==> src/rtl/flash_seq_pkg.sv <==
package flash_seq_pkg;

  // Field positions inside a command word
  localparam int TYPE_LSB = 16;
  localparam int WFR_BIT  = 19;
  localparam int LAST_BIT = 18;
  localparam int IRQ_BIT  = 13;

  typedef enum logic [1:0] {
    CYC_ADDR  = 2'd0,
    CYC_CMD   = 2'd1,
    CYC_WRITE = 2'd2,
    CYC_READ  = 2'd3
  } cycType_t;

  // Strobes from control to datapath
  typedef struct packed {
    logic latchWord;
    logic loadByte;
    logic nextByte;
    logic tmrClr;
    logic capture;
    logic cle;
    logic ale;
    logic weLow;
    logic reLow;
    logic drive;
  } seqStrobes_t;

endpackage

==> src/rtl/flash_seq_datapath.sv <==
module flash_seq_datapath
  import flash_seq_pkg::*;
#(
  parameter int LEN_W = 12,
  parameter int TMR_W = 7
) (
  input  logic             clk,
  input  logic             rstN,
  input  seqStrobes_t      st,
  input  logic [31:0]      cmdWord,
  input  logic [7:0]       txData,
  input  logic [7:0]       ioIn,
  output cycType_t         cycType,
  output logic             wfr,
  output logic             lastFlag,
  output logic             irqFlag,
  output logic             byteLeftZero,
  output logic [TMR_W-1:0] tmr,
  output logic             flashCle,
  output logic             flashAle,
  output logic             flashWeN,
  output logic             flashReN,
  output logic [7:0]       ioOut,
  output logic             ioOe,
  output logic [7:0]       rxData,
  output logic             rxWrEn
);

  logic [LEN_W-1:0] byteCnt;
  logic [7:0]       cmdByte;
  logic [7:0]       outByte;

  // Word fields, captured when the word is popped
  always_ff @(posedge clk or negedge rstN) begin
    if (!rstN) begin
      cycType  <= CYC_ADDR;
      wfr      <= 1'b0;
      lastFlag <= 1'b0;
      irqFlag  <= 1'b0;
      cmdByte  <= '0;
    end else if (st.latchWord) begin
      cycType  <= cycType_t'(cmdWord[TYPE_LSB+1:TYPE_LSB]);
      wfr      <= cmdWord[WFR_BIT];
      lastFlag <= cmdWord[LAST_BIT];
      irqFlag  <= cmdWord[IRQ_BIT];
      cmdByte  <= cmdWord[7:0];
    end
  end

  // Remaining byte count (count minus one)
  always_ff @(posedge clk or negedge rstN) begin
    if (!rstN)             byteCnt <= '0;
    else if (st.latchWord) byteCnt <= cmdWord[LEN_W-1:0];
    else if (st.nextByte)  byteCnt <= byteCnt - 1'b1;
  end
  assign byteLeftZero = (byteCnt == '0);

  // Byte to drive on the bus
  always_ff @(posedge clk or negedge rstN) begin
    if (!rstN)            outByte <= '0;
    else if (st.loadByte) outByte <= (cycType == CYC_WRITE) ? txData : cmdByte;
  end

  // Phase timer
  always_ff @(posedge clk or negedge rstN) begin
    if (!rstN)          tmr <= '0;
    else if (st.tmrClr) tmr <= '0;
    else                tmr <= tmr + 1'b1;
  end

  // Registered bus pins
  always_ff @(posedge clk or negedge rstN) begin
    if (!rstN) begin
      flashCle <= 1'b0;
      flashAle <= 1'b0;
      flashWeN <= 1'b1;
      flashReN <= 1'b1;
      ioOe     <= 1'b0;
      ioOut    <= '0;
    end else begin
      flashCle <= st.cle;
      flashAle <= st.ale;
      flashWeN <= ~st.weLow;
      flashReN <= ~st.reLow;
      ioOe     <= st.drive;
      ioOut    <= st.drive ? outByte : 8'h00;
    end
  end

  // Read capture and receive push
  always_ff @(posedge clk or negedge rstN) begin
    if (!rstN) begin
      rxData <= '0;
      rxWrEn <= 1'b0;
    end else begin
      rxWrEn <= st.capture;
      if (st.capture) rxData <= ioIn;
    end
  end

endmodule

==> src/rtl/flash_seq_ctrl.sv <==
module flash_seq_ctrl
  import flash_seq_pkg::*;
#(
  parameter int SETUP_CYC   = 2,
  parameter int PULSE_CYC   = 3,
  parameter int HOLD_CYC    = 2,
  parameter int TIMEOUT_CYC = 64,
  parameter int TMR_W       = 7
) (
  input  logic             clk,
  input  logic             rstN,
  input  logic             cmdEmpty,
  input  logic             txEmpty,
  input  logic             rxFull,
  input  logic             readyBusy,
  input  cycType_t         cycType,
  input  logic             wfr,
  input  logic             lastFlag,
  input  logic             irqFlag,
  input  logic             byteLeftZero,
  input  logic [TMR_W-1:0] tmr,
  output seqStrobes_t      st,
  output logic             cmdRdEn,
  output logic             txRdEn,
  output logic             cmdDone,
  output logic             irq,
  output logic             lastDone,
  output logic             cmdError
);

  localparam logic [TMR_W-1:0] SETUP_END = TMR_W'(SETUP_CYC - 1);
  localparam logic [TMR_W-1:0] PULSE_END = TMR_W'(PULSE_CYC - 1);
  localparam logic [TMR_W-1:0] HOLD_END  = TMR_W'(HOLD_CYC - 1);
  localparam logic [TMR_W-1:0] WAIT_END  = TMR_W'(TIMEOUT_CYC - 1);

  typedef enum logic [2:0] {
    S_IDLE, S_START, S_SETUP, S_PULSE, S_HOLD, S_WAIT, S_DONE, S_ERR
  } state_t;

  state_t state, stateNext;

  logic isRead, isWrite, isData;
  assign isRead  = (cycType == CYC_READ);
  assign isWrite = (cycType == CYC_WRITE);
  assign isData  = isRead | isWrite;

  always_ff @(posedge clk or negedge rstN) begin
    if (!rstN) state <= S_IDLE;
    else       state <= stateNext;
  end

  always_comb begin
    stateNext = state;
    st        = '0;
    cmdRdEn   = 1'b0;
    txRdEn    = 1'b0;
    unique case (state)
      S_IDLE: begin
        if (!cmdEmpty) begin
          cmdRdEn      = 1'b1;
          st.latchWord = 1'b1;
          stateNext    = S_START;
        end
      end
      S_START: begin
        if (isWrite) begin
          if (!txEmpty) begin
            txRdEn      = 1'b1;
            st.loadByte = 1'b1;
            st.tmrClr   = 1'b1;
            stateNext   = S_SETUP;
          end
        end else if (isRead) begin
          if (!rxFull) begin
            st.tmrClr = 1'b1;
            stateNext = S_SETUP;
          end
        end else begin
          st.loadByte = 1'b1;
          st.tmrClr   = 1'b1;
          stateNext   = S_SETUP;
        end
      end
      S_SETUP, S_PULSE, S_HOLD: begin
        st.cle   = (cycType == CYC_CMD);
        st.ale   = (cycType == CYC_ADDR);
        st.drive = !isRead;
        if (state == S_SETUP) begin
          if (tmr == SETUP_END) begin
            st.tmrClr = 1'b1;
            stateNext = S_PULSE;
          end
        end else if (state == S_PULSE) begin
          st.weLow = !isRead;
          st.reLow = isRead;
          if (tmr == PULSE_END) begin
            st.tmrClr = 1'b1;
            stateNext = S_HOLD;
          end
        end else begin
          st.capture = isRead && (tmr == '0);
          if (tmr == HOLD_END) begin
            st.tmrClr = 1'b1;
            if (isData && !byteLeftZero) begin
              st.nextByte = 1'b1;
              stateNext   = S_START;
            end else if (wfr) begin
              stateNext = S_WAIT;
            end else begin
              stateNext = S_DONE;
            end
          end
        end
      end
      S_WAIT: begin
        if (readyBusy)            stateNext = S_DONE;
        else if (tmr == WAIT_END) stateNext = S_ERR;
      end
      S_DONE:  stateNext = S_IDLE;
      S_ERR:   stateNext = S_IDLE;
      default: stateNext = S_IDLE;
    endcase
  end

  assign cmdDone  = (state == S_DONE);
  assign irq      = cmdDone && irqFlag;
  assign lastDone = cmdDone && lastFlag;
  assign cmdError = (state == S_ERR);

endmodule

==> src/rtl/flash_seq_top.sv <==
module flash_seq_top
  import flash_seq_pkg::*;
#(
  parameter int SETUP_CYC   = 2,
  parameter int PULSE_CYC   = 3,
  parameter int HOLD_CYC    = 2,
  parameter int TIMEOUT_CYC = 64,
  parameter int LEN_W       = 12
) (
  input  logic        clk,
  input  logic        rstN,
  input  logic [31:0] cmdWord,
  input  logic        cmdEmpty,
  output logic        cmdRdEn,
  input  logic [7:0]  txData,
  input  logic        txEmpty,
  output logic        txRdEn,
  output logic [7:0]  rxData,
  input  logic        rxFull,
  output logic        rxWrEn,
  output logic        flashCle,
  output logic        flashAle,
  output logic        flashWeN,
  output logic        flashReN,
  output logic [7:0]  ioOut,
  output logic        ioOe,
  input  logic [7:0]  ioIn,
  input  logic        readyBusy,
  output logic        cmdDone,
  output logic        irq,
  output logic        lastDone,
  output logic        cmdError
);

  localparam int MAX_A = (SETUP_CYC > PULSE_CYC) ? SETUP_CYC : PULSE_CYC;
  localparam int MAX_B = (HOLD_CYC > TIMEOUT_CYC) ? HOLD_CYC : TIMEOUT_CYC;
  localparam int MAX_T = (MAX_A > MAX_B) ? MAX_A : MAX_B;
  localparam int TMR_W = $clog2(MAX_T + 1);

  seqStrobes_t      st;
  cycType_t         cycType;
  logic             wfr, lastFlag, irqFlag, byteLeftZero;
  logic [TMR_W-1:0] tmr;

  flash_seq_ctrl #(
    .SETUP_CYC(SETUP_CYC), .PULSE_CYC(PULSE_CYC), .HOLD_CYC(HOLD_CYC),
    .TIMEOUT_CYC(TIMEOUT_CYC), .TMR_W(TMR_W)
  ) ctrl (
    .clk(clk), .rstN(rstN), .cmdEmpty(cmdEmpty), .txEmpty(txEmpty),
    .rxFull(rxFull), .readyBusy(readyBusy), .cycType(cycType), .wfr(wfr),
    .lastFlag(lastFlag), .irqFlag(irqFlag), .byteLeftZero(byteLeftZero),
    .tmr(tmr), .st(st), .cmdRdEn(cmdRdEn), .txRdEn(txRdEn),
    .cmdDone(cmdDone), .irq(irq), .lastDone(lastDone), .cmdError(cmdError)
  );

  flash_seq_datapath #(.LEN_W(LEN_W), .TMR_W(TMR_W)) dp (
    .clk(clk), .rstN(rstN), .st(st), .cmdWord(cmdWord), .txData(txData),
    .ioIn(ioIn), .cycType(cycType), .wfr(wfr), .lastFlag(lastFlag),
    .irqFlag(irqFlag), .byteLeftZero(byteLeftZero), .tmr(tmr),
    .flashCle(flashCle), .flashAle(flashAle), .flashWeN(flashWeN),
    .flashReN(flashReN), .ioOut(ioOut), .ioOe(ioOe), .rxData(rxData),
    .rxWrEn(rxWrEn)
  );

endmodule

==> config.mk <==
export PLATFORM = sky130hd
export DESIGN_NAME = flash_seq_top
export DESIGN_NICKNAME = d
export VERILOG_FILES = /design/src/rtl/flash_seq_pkg.sv /design/src/rtl/flash_seq_datapath.sv /design/src/rtl/flash_seq_ctrl.sv /design/src/rtl/flash_seq_top.sv
export SDC_FILE = /design/constraint.sdc
export NUM_CORES = 1
export LEC_CHECK = 0
export ABC_AREA = 1
export BUFFER_PORTS_ARGS = -buffer_cell sky130_fd_sc_hd__buf_2
export CORE_MARGIN = 5
export CORE_UTILIZATION = 53
export DETAILED_ROUTE_END_ITERATION = 8
export GPL_ROUTABILITY_DRIVEN = 0
export PLACE_DENSITY_LB_ADDON = 0.2
export SLEW_MARGIN = 15
export SYNTH_ARGS = -nofsm -noshare
export SYNTH_HDL_FRONTEND = slang
export SYNTH_SLANG_ARGS = --single-unit
==> constraint.sdc <==
create_clock -name clk -period 1.9 [get_ports clk]
set_clock_uncertainty 0.05 [all_clocks]
set_input_delay 0.19 -clock clk [delete_from_list [all_inputs] [get_ports clk]]
set_output_delay 0.19 -clock clk [all_outputs]
set_load 0.005 [all_outputs]
==> results.py <==
metrics = {
    "detailed_routing": {
        "antenna_left": 0,
        "drc": 0,
        "vias": 2852,
        "dr.pass1.iters": 4,
        "drt_iter0_markers": 164,
        "wirelength_mm": 7.08,
        "wl_per_cell_microns": 12.0,
        "viasPerCell": 4.85,
    },
    "logic_synthesis": {
        "synth_seq_cells": 65,
        "syn_area_sq_um": 3240,
        "synthCells": 423,
        "syn_area_per_cell_sq_um": 7.66,
        "synth_largest_area_cell": "dfrtp_1",
        "ys_types": 31,
        "yosysWarnings": 0,
        "synthTopCellsByArea": "dfrtp_1 49%, nand2_1 17%, nor2_1 6.4%, inv_1 5.4%, nand3_1 4.2%",
        "synth_nets": 482,
        "seq_area_frac_synth": 0.503,
        "synth_top_area_frac": 0.487,
    },
    "worst_setup_path": {
        "cp.required_ns": 1.66,
        "path_cells": "nor2_4 > nand2_2 > nor2_8 > buf_8 > buf_2",
        "critPathCaptureType": "output pin",
        "cp_slowest_cell": "dfrtp_2",
        "rrSetupSlack_ns": 0.19,
        "cp.arrival_ns": 1.55,
        "path_class": "reg2out",
        "worst_path_largest_cell_delay_ns": 0.48,
        "path_max_fanout": 27,
        "startpoint_type": "flop",
    },
    "timing": {
        "rsz0062_at_grt": "false",
        "fmaxAchievable_mhz": 558,
        "worstMarginPinSlew_ns": 0.340,
        "tns_ns": 0,
        "final_hold_viol_count": 0,
        "slew_violations": 0,
        "layout_min_cycle_time_ns": 1.79,
        "worst_slew_margin_rel": 0.773,
        "setup_viol": 0,
        "fin_crit_sh": 0.944,
    },
    "pwr": {
        "ir_worst_vdd_mv": 0.680,
        "p_per_area_nw_per_um2": 1470,
        "p_leak_uw": 0.00218,
    },
    "clock_tree": {
        "post_cts_buffers": 0,
        "tritoncts": "yes",
        "cts_buffers": 9,
        "clk_latency_ns": 0.34,
        "clock_path_buffers": 2,
        "clk_pin_slew_ns": 0.07,
        "cts-root-buf": "clkbuf_8",
        "htree_levels": 3,
        "clock_sinks": 65,
    },
    "floorplanning": {
        "dieHeight_microns": 88.2,
        "die_area_sq_um": 7780,
        "ios": 82,
        "core_region_area_sq_um": 5920,
        "initial_utilization": 0.547,
        "die_x_microns": 88.2,
        "std_cell_rows": 28,
    },
    "place": {
        "buffer_ports.inserted": 66,
        "dpl.hpwl_mm": 4.98,
        "dpl_cell_area_sq_um": 3680,
    },
    "global_routing": {
        "grt_pass1_wl_mm": 12.3,
        "grt_start_max_net_pins": 66,
        "antenna_found_initial": 0,
        "first_global_vias": 2819,
        "overflow": 0,
        "track_usage": 0.204,
    },
    "finish": {
        "diodes": 0,
        "nets": 567,
        "area_growth_pct": 22.6,
        "drive_above_1_share": 0.211,
        "finalInstanceArea_sq_um": 3970,
    },
    "outcome": {
        "outcome": "complete, no violations",
    },
    "min_path": {
        "min_path_type": "in2reg",
    },
    "flow_run": {
        "max_cap_viol_count": 0,
    },
}
-- worst max-delay path, delay by kind of cell (launching register included) --
kind	cells	cell delay, ns
buf+inv	2	0.33
flops	1	0.48
simple gates	3	0.40
-- report_power, final --
| part | switching [uW] | internal, uW | total, uW |
|---|---|---|---|
| clock | 521 | 463 | 984 |
| sequential | 388 | 1920 | 2310 |
| combinational | 1570 | 985 | 2560 |
| total | 2480 | 3370 | 5850 |
-- registers in the layout (all words and copies together) (netlist names), 2 cells and up --
signal	count
dp.tmr	7
dp.outByte	8
dp.cycType	2
dp.cmdByte	8
ctrl.state	3
dp.ioOut	8
dp.byteCnt	12
dp.rxData	8
-- path summary, 6_finish.rpt --
path	from	endpoint	cells after the start
min reg2reg	dp.cmdByte[1]	dp.cmdByte[1]	2
max	ctrl.state[1]	cmdRdEn	5
min	cmdWord[18]	dp.lastFlag	3
max reg2reg	dp.byteCnt[0]	dp.byteCnt[4]	10
max in group asynchronous	rstN	ctrl.state[1]	3
min in group asynchronous	rstN	dp.rxData[3]	3
-- cell families after synthesis --
kind of cell,count (synthesis),share of synthesized area
xor gates and xnor gates,4,0.0108
buffers and inverters,62,0.0803
AOI/OAI and AO/OA,39,0.0657
adders and majority gates,5,0.0193
and+or+nand+nor,248,0.321
DFF,65,0.503
-- metal layers --
metal	wire length, microns	share of wire	track usage	vias up
li1	-	-	-	1485
met1	3260	0.46	0.258	1291
met2	3310	0.47	0.343	66
met3	438	0.062	0.0536	10
met4	80	0.011	0.0604	0
met5	0	0	0	-
-- cell usage in the layout (no fill, tap or decap), types with 2 or more instances in the layout --
| cell | netlist | final |
|---|---|---|
| nand2_1 | 149 | 149 |
| inv_1 | 47 | 47 |
| buf_12 | 0 | 2 |
| dfstp_2 | 2 | 2 |
| nand3_1 | 27 | 27 |
| dlygate4sd3_1 | 0 | 11 |
| dfrtp_1 | 63 | 60 |
| nor2_4 | 2 | 2 |
| buf_2 | 6 | 66 |
| nor3_1 | 5 | 4 |
| nand4_1 | 2 | 2 |
| nor2_1 | 55 | 55 |
| dfrtp_2 | 0 | 3 |
| a21oi_1 | 7 | 7 |
| o21ai_1 | 9 | 9 |
| xor2_1 | 2 | 2 |
| o21ai_0 | 14 | 14 |
| clkinv_2 | 1 | 5 |
| clkbuf_8 | 0 | 9 |
| clkinvlp_4 | 0 | 2 |
| nand2_2 | 2 | 2 |
| buf_4 | 1 | 4 |
| inv_2 | 4 | 4 |
| ha_1 | 5 | 5 |
| xnor2_1 | 2 | 2 |
| o211ai_1 | 3 | 3 |
| a31oi_1 | 5 | 5 |
-- synthesized netlist by cell type (all sizes together) --
cell type / count
and3: 1
nand4: 3
nand2: 151
nand3: 28
buf: 9
clkbuf: 1
o21ai: 24
nand3b: 1
o211ai: 3
inv: 51
clkinv: 1
dfstp: 2
xor2: 2
dfrtp: 63
nor2: 58
a21oi: 7
xnor2: 2
nor3: 6
ha: 5
a31oi: 5
-- stage by stage --
| step | instances | hold WS (ns) | setup slack [ns] | utilization | power, uW |
|---|---|---|---|---|---|
| after floorplan | 423 | -0.156 | 0.320 | - | 4140 |
| after global placement | 561 | 0.178 | 0.273 | 0.621 | 4710 |
| after detailed placement | 561 | 0.182 | 0.235 | 0.621 | 4830 |
| after CTS | 587 | 0.00207 | 0.0346 | 0.667 | 5880 |
| after global routing | 588 | 0.0283 | 0.00607 | 0.671 | 6470 |
| final | 588 | 0.0148 | 0.107 | 0.671 | 5850 |
-- area by class of cell --
type	instances	area (sq um)
inverters	52	196
fillers	505	1950
flip-flops and latches	65	1630
clock inverters	6	35.0
well taps	75	93.8
multi-input cells	296	1360
repair buffers	84	526
clock buffers	10	128
-- timing repair --
action,4_1_cts,5_1_grt
hold endpoints to repair,72,1
pin swaps,0,0
endpoints found under the setup margin,2,2
hold buffers,10,1
resized for setup,3,4
cloned,0,0
(Power assumes the default switching activity.)
